$ cat src/rtl/cos_pkg.sv
package cos_pkg;
  localparam int NUM_GROUPS = 6;
  localparam int ADDR_W     = 3;
  localparam logic [ADDR_W-1:0] CTRL_ADDR = 3'd7;

  // data groups skip offset 3: groups 0..2 at 0..2, groups 3..5 at 4..6
  function automatic logic [ADDR_W-1:0] group_addr(input int g);
    return (g < 3) ? ADDR_W'(g) : ADDR_W'(g + 1);
  endfunction
endpackage

$ cat src/rtl/cos_sync.sv
module cos_sync #(
  parameter int W      = 48,
  parameter int STAGES = 2
) (
  input  logic         clk,
  input  logic         rst,
  input  logic [W-1:0] d_i,
  output logic [W-1:0] q_o
);
  logic [W-1:0] stage_q [STAGES];

  always_ff @(posedge clk) begin
    if (rst) begin
      for (int i = 0; i < STAGES; i++) stage_q[i] <= '0;
    end else begin
      stage_q[0] <= d_i;
      for (int i = 1; i < STAGES; i++) stage_q[i] <= stage_q[i-1];
    end
  end

  assign q_o = stage_q[STAGES-1];
endmodule

$ cat src/rtl/cos_group_detect.sv
module cos_group_detect #(
  parameter int W = 8
) (
  input  logic         clk,
  input  logic         rst,
  input  logic [W-1:0] smp_i,
  input  logic         arm_i,
  input  logic         ack_i,
  output logic         chg_o,
  output logic         pend_nxt_o,
  output logic         pend_o
);
  logic [W-1:0] prev_q;
  logic         pend_q;

  assign chg_o = |(smp_i ^ prev_q);

  // priority: disarm clears, change sets, acknowledge clears
  always_comb begin
    pend_nxt_o = pend_q;
    if (!arm_i)      pend_nxt_o = 1'b0;
    else if (chg_o)  pend_nxt_o = 1'b1;
    else if (ack_i)  pend_nxt_o = 1'b0;
  end

  always_ff @(posedge clk) begin
    if (rst) begin
      prev_q <= '0;
      pend_q <= 1'b0;
    end else begin
      prev_q <= smp_i;
      pend_q <= pend_nxt_o;
    end
  end

  assign pend_o = pend_q;

  assert_set_on_change_R5: assert property (@(posedge clk) disable iff (rst)
    (arm_i && chg_o) |=> pend_q);
  assert_disarm_clears_R7: assert property (@(posedge clk) disable iff (rst)
    !arm_i |=> !pend_q);
  assert_no_set_disarmed_R6: assert property (@(posedge clk) disable iff (rst)
    (!pend_q && !arm_i) |=> !pend_q);
endmodule

$ cat src/rtl/cos_bus_regs.sv
module cos_bus_regs
  import cos_pkg::*;
#(
  parameter int W = 8
) (
  input  logic                    clk,
  input  logic                    rst,
  input  logic                    cs_i,
  input  logic                    rd_i,
  input  logic                    wr_i,
  input  logic [ADDR_W-1:0]       addr_i,
  input  logic [W-1:0]            wdata_i,
  input  logic [NUM_GROUPS*W-1:0] grp_data_i,
  input  logic [NUM_GROUPS-1:0]   pend_i,
  output logic [NUM_GROUPS-1:0]   arm_o,
  output logic                    ack_o,
  output logic [W-1:0]            rdata_o
);
  // status layout needs bit NUM_GROUPS (summary) inside the data byte
  localparam int SUM_BIT = NUM_GROUPS;

  logic [NUM_GROUPS-1:0] hit;
  logic [NUM_GROUPS-1:0] arm_q;
  logic [W-1:0]          rdata_q, rdata_nxt, status;
  logic                  rd_en, wr_ctrl;

  assign rd_en   = cs_i && rd_i;
  assign wr_ctrl = cs_i && wr_i && (addr_i == CTRL_ADDR);
  assign ack_o   = rd_en && (addr_i == CTRL_ADDR);

  for (genvar g = 0; g < NUM_GROUPS; g++) begin : g_dec
    assign hit[g] = (addr_i == group_addr(g));
  end

  always_comb begin
    status = '0;
    status[NUM_GROUPS-1:0] = pend_i;
    status[SUM_BIT] = ~|pend_i;
  end

  always_comb begin
    rdata_nxt = rdata_q;
    if (rd_en) begin
      rdata_nxt = '0;
      if (addr_i == CTRL_ADDR) rdata_nxt = status;
      for (int g = 0; g < NUM_GROUPS; g++)
        if (hit[g]) rdata_nxt = grp_data_i[g*W +: W];
    end
  end

  always_ff @(posedge clk) begin
    if (rst) begin
      arm_q   <= '0;
      rdata_q <= '0;
    end else begin
      if (wr_ctrl) arm_q <= wdata_i[NUM_GROUPS-1:0];
      rdata_q <= rdata_nxt;
    end
  end

  assign arm_o   = arm_q;
  assign rdata_o = rdata_q;

  assert_hole_zero_R3: assert property (@(posedge clk) disable iff (rst)
    (rd_en && addr_i == 3'd3) |=> (rdata_q == '0));
  assert_status_bit7_R3: assert property (@(posedge clk) disable iff (rst)
    ack_o |=> (rdata_q[W-1] == 1'b0));
  assert_rdata_hold_R11: assert property (@(posedge clk) disable iff (rst)
    !rd_en |=> $stable(rdata_q));
  assert_arm_hold_R4: assert property (@(posedge clk) disable iff (rst)
    !wr_ctrl |=> $stable(arm_q));
endmodule

$ cat src/rtl/cos_input_port.sv
module cos_input_port
  import cos_pkg::*;
#(
  parameter int GROUP_W     = 8,
  parameter int SYNC_STAGES = 2
) (
  input  logic                          clk,
  input  logic                          rst,
  input  logic                          cs_i,
  input  logic                          rd_i,
  input  logic                          wr_i,
  input  logic [ADDR_W-1:0]             addr_i,
  input  logic [GROUP_W-1:0]            wdata_i,
  input  logic [NUM_GROUPS*GROUP_W-1:0] lines_i,
  output logic [GROUP_W-1:0]            rdata_o,
  output logic                          irq_o
);
  localparam int LINES = NUM_GROUPS * GROUP_W;

  logic [LINES-1:0]      smp;
  logic [NUM_GROUPS-1:0] arm, chg, pend, pend_nxt;
  logic                  ack;
  logic                  irq_q;

  cos_sync #(.W(LINES), .STAGES(SYNC_STAGES)) u_sync (
    .clk (clk),
    .rst (rst),
    .d_i (lines_i),
    .q_o (smp)
  );

  for (genvar g = 0; g < NUM_GROUPS; g++) begin : g_grp
    cos_group_detect #(.W(GROUP_W)) u_det (
      .clk        (clk),
      .rst        (rst),
      .smp_i      (smp[g*GROUP_W +: GROUP_W]),
      .arm_i      (arm[g]),
      .ack_i      (ack),
      .chg_o      (chg[g]),
      .pend_nxt_o (pend_nxt[g]),
      .pend_o     (pend[g])
    );
  end

  cos_bus_regs #(.W(GROUP_W)) u_regs (
    .clk        (clk),
    .rst        (rst),
    .cs_i       (cs_i),
    .rd_i       (rd_i),
    .wr_i       (wr_i),
    .addr_i     (addr_i),
    .wdata_i    (wdata_i),
    .grp_data_i (smp),
    .pend_i     (pend),
    .arm_o      (arm),
    .ack_o      (ack),
    .rdata_o    (rdata_o)
  );

  always_ff @(posedge clk) begin
    if (rst) irq_q <= 1'b0;
    else     irq_q <= |pend_nxt;
  end

  assign irq_o = irq_q;

  assert_irq_tracks_R10: assert property (@(posedge clk) disable iff (rst)
    irq_q == (|pend));
  assert_ack_clears_R8: assert property (@(posedge clk) disable iff (rst)
    (ack && !(|(chg & arm))) |=> (pend == '0) && !irq_q);
  assert_ack_keeps_new_R9: assert property (@(posedge clk) disable iff (rst)
    (ack && |(chg & arm)) |=> irq_q);
endmodule

$ cat config.mk
export PLATFORM = sky130hd
export DESIGN_NAME = cos_input_port
export DESIGN_NICKNAME = d
export VERILOG_FILES = /design/src/rtl/cos_pkg.sv /design/src/rtl/cos_sync.sv /design/src/rtl/cos_group_detect.sv /design/src/rtl/cos_bus_regs.sv /design/src/rtl/cos_input_port.sv
export SDC_FILE = /design/constraint.sdc
export NUM_CORES = 1
export LEC_CHECK = 0
export ABC_AREA = 1
export BUFFER_PORTS_ARGS = -buffer_cell sky130_fd_sc_hd__buf_4
export CORE_UTILIZATION = 51
export CTS_CLUSTER_SIZE = 24
export DETAILED_ROUTE_END_ITERATION = 8
export GPL_ROUTABILITY_DRIVEN = 0
export PLACE_DENSITY = 0.79
export SLEW_MARGIN = 10
export SYNTH_ARGS = -nofsm -noshare
export SYNTH_HDL_FRONTEND = slang
export SYNTH_SLANG_ARGS = --single-unit
export TNS_END_PERCENT = 100
$ cat constraint.sdc
create_clock -name clk -period 1.16 [get_ports clk]
set_clock_uncertainty 0.05 [all_clocks]
set_input_delay 0.29 -clock clk [delete_from_list [all_inputs] [get_ports clk]]
set_output_delay 0.29 -clock clk [all_outputs]
set_load 0.01 [all_outputs]
==> metrics <==
f_max=765 MHz; GRT Total Usage=0.216; Peak VDD IR=0.00136 V; Die Ht=109 µm; Hold Vio Cnt, Final=0; Routed WL per cell=11.8 µm; fin crit share=1.13; Tmin final=1.31 ns; placed inst area=0.00695 mm²; CTS Sinks=165; setup slack after layout=-0.147 ns; Post-DRT Antenna Nets=0; Max Transition Viols Final=0; synthesis-stage register bit count=165; port buffer count=70; Syn Inst Count=775; type of the worst setup path=reg -> reg; final core utilization=0.728; die width=109 µm; CTS root buffer=clkbuf_16; placed cell count=1012; post-synthesis sequential area ratio=0.561; Yosys Warn Count=0; hold path cells=3; # fillers=745; commonest non-fill, non-tap cells in the layout=170 x nor2_1, 158 x inv_1, 117 x nand2_1, 109 x dfxtp_1, 105 x buf_4; Mapped Nets=839; worst hold-check path type=in -> reg; clock latency on the worst-skew pair=0.43 ns; setup TNS=-0.911 ns; die area=0.0120 mm²; clock buffer count from CTS=17; nature of the critical path endpoint=flip-flop; Total Nets Final=971; CTS clk-pin slew, worst paths=0.07 ns; Mean Syn Cell Area=7.60 µm²; Power Density=1590 mW/mm²; P_leak=3.74 nW; Final HPWL DP=7.75 mm; P&R area growth vs syn=36.4%; Via density=4.51; Worst R2R Path Depth=9; fin area=0.00803 mm²; Overflow after GRT=0; Worst Hold Launch=lines_i[11]; proportion of layout cells with a drive suffix above 1=0.315; Yosys cell types=22; worst endpoint data arrival time=1.57 ns; Starting Density=0.534; crit start category=flip-flop; antenna fix cells=0; worst r2r dst=irq_o$_SDFF_PP0_; number of antenna violations at the first check in global routing=0; Clock Path Buffers=2; Slew @ Worst Pin=0.304 ns; via count=4776; status=finished, violations left; I/O Pins=73; vias in the first global route=4483; core area=0.0110 mm²; Cell Rows=38; H-tree depth=4; reg-to-reg startpoint=g_grp[2].u_det.prev_q[6]$_SDFF_PP0_; Setup violations, final=17; Crit Path Max Fanout=2; Hold Path End=u_sync.stage_q[0][11]$_SDFF_PP0_; worst relative slew slack=0.797; final WL=12.5 mm; TritonCTS clock tree=built; TritonRoute pass-1 iters=5; # DRC=0; Mapped Area=0.00589 mm²; largest net degree at the start of global routing=63; reg-to-reg slack, setup=-0.15 ns; most common cell after layout, fill and taps aside=nor2_1; Max-Cap Viols=0; First DRT Iteration DRCs=211; Critical Path RT=1.42 ns; post-route insts no fill=1060; first-pass GRT wire length=19.5 mm; failing checks=negative setup slack; RSZ-0062 raised after global routing=true
-- cells in the mapped netlist --
| library cell | number | area (µm²) |
|---|---|---|
| nor2_8 | 1 | 20.0 |
| nand3_2 | 3 | 30.0 |
| o21ai_0 | 17 | 85.1 |
| nor3_1 | 4 | 20.0 |
| or2_2 | 4 | 25.0 |
| dfxtp_1 | 165 | 3300 |
| clkbuf_1 | 18 | 67.6 |
| o21ai_1 | 1 | 5.00 |
| nand2_1 | 123 | 462 |
| xnor2_1 | 25 | 219 |
| a21oi_1 | 24 | 120 |
| nor3_2 | 1 | 10.0 |
| o211ai_1 | 3 | 22.5 |
| nand2_2 | 1 | 6.26 |
| o22ai_1 | 1 | 6.26 |
| inv_2 | 1 | 3.75 |
| nand3_1 | 14 | 70.1 |
| inv_1 | 177 | 664 |
| buf_1 | 1 | 3.75 |
| nor2_1 | 182 | 683 |
| nand3b_1 | 4 | 30.0 |
| nand4_1 | 5 | 31.3 |
-- how the worst max path moves through the flow --
stage / startpoint / endpoint / cells past startpoint
floorplan: addr_i[2] / irq_o$_SDFF_PP0_ / 9
CTS: g_grp[0].u_det.prev_q[5]$_SDFF_PP0_ / irq_o$_SDFF_PP0_ / 11
finish: g_grp[2].u_det.prev_q[6]$_SDFF_PP0_ / irq_o$_SDFF_PP0_ / 9
global route: g_grp[2].u_det.prev_q[6]$_SDFF_PP0_ / irq_o$_SDFF_PP0_ / 9
detailed placement: addr_i[1] / u_regs.rdata_o[4]$_SDFFE_PP0P_ / 8
global placement: addr_i[1] / u_regs.rdata_o[4]$_SDFFE_PP0P_ / 8
-- critical path, cell delays in order (launching register included) --
cell and delay, ns:
dfxtp_1 0.37, inv_1 0.06, nand2_1 0.06, nand4_1 0.11
nor2_2 0.16, nand3_2 0.08, nand2_1 0.08, nand2_1 0.05
nor2_1 0.10, a21oi_1 0.07
-- area by class of cell --
class	count	area [µm²]	share of cell area
clock buffer	18	439	0.0547
timing repair buffer	132	1120	0.140
clock inverter	14	168	0.0209
tap	140	175	0.0218
multi-input combinational	413	2080	0.259
sequential	165	3370	0.420
inverter	178	668	0.0832
-- repair_timing --
item | in CTS | in global routing
hold buffers | 3 | 0
hold endpoints to repair | 3 | 0
gates resized for setup | 84 | 72
pin swaps | 38 | 59
endpoints found under the setup margin | 23 | 24
setup buffers | 5 | 11
-- report_power, final --
group / switching, W / leakage (nW) / internal [W] / total (W)
combinational: 0.000525 / 2.07 / 0.000512 / 0.00104
clock: 0.00240 / 0.292 / 0.00329 / 0.00570
sequential: 0.000109 / 1.38 / 0.00589 / 0.00600
total: 0.00304 / 3.74 / 0.00970 / 0.0127
-- per-stage QoR --
step | hold slack (ns) | total power [W] | setup WS, ns
2_1_floorplan | 0.338 | 0.00657 | -0.00352
3_3_place_gp | 0.339 | 0.00697 | -0.265
3_5_place_dp | 0.342 | 0.00699 | -0.301
4_1_cts | 0.000280 | 0.0127 | -0.108
5_1_grt | 0.00765 | 0.0132 | -0.231
6_report | 0.00381 | 0.0127 | -0.147
-- layer usage --
layer  up-vias  share of wire  routed length, µm  GRT usage
met5         -              0                  0          0
met4         0          0.026                325     0.0971
met3        30          0.043                539     0.0622
met2       102           0.49               6160      0.373
met1      2140           0.44               5430      0.247
li1       2504              -                  -          -
-- sequential cells by signal, summed over array words and instances (netlist names) --
register / count
g_grp.u_det.pend_o: 6
g_grp.u_det.prev_q: 48
irq_o: 1
u_sync.stage_q: 96
u_regs.arm_o: 6
u_regs.rdata_o: 8
-- logic make-up (layout without fill, tap and decap cells) --
kind of cell	after synthesis	in the layout	synth area share
xor gates and xnor gates	25	25	0.0372
buffers and inverters	197	342	0.126
DFF	165	165	0.561
and+or+nand+nor	342	342	0.236
AOI/OAI and AO/OA	46	46	0.0406
Note: power is estimated with default switching activity, not from simulation.
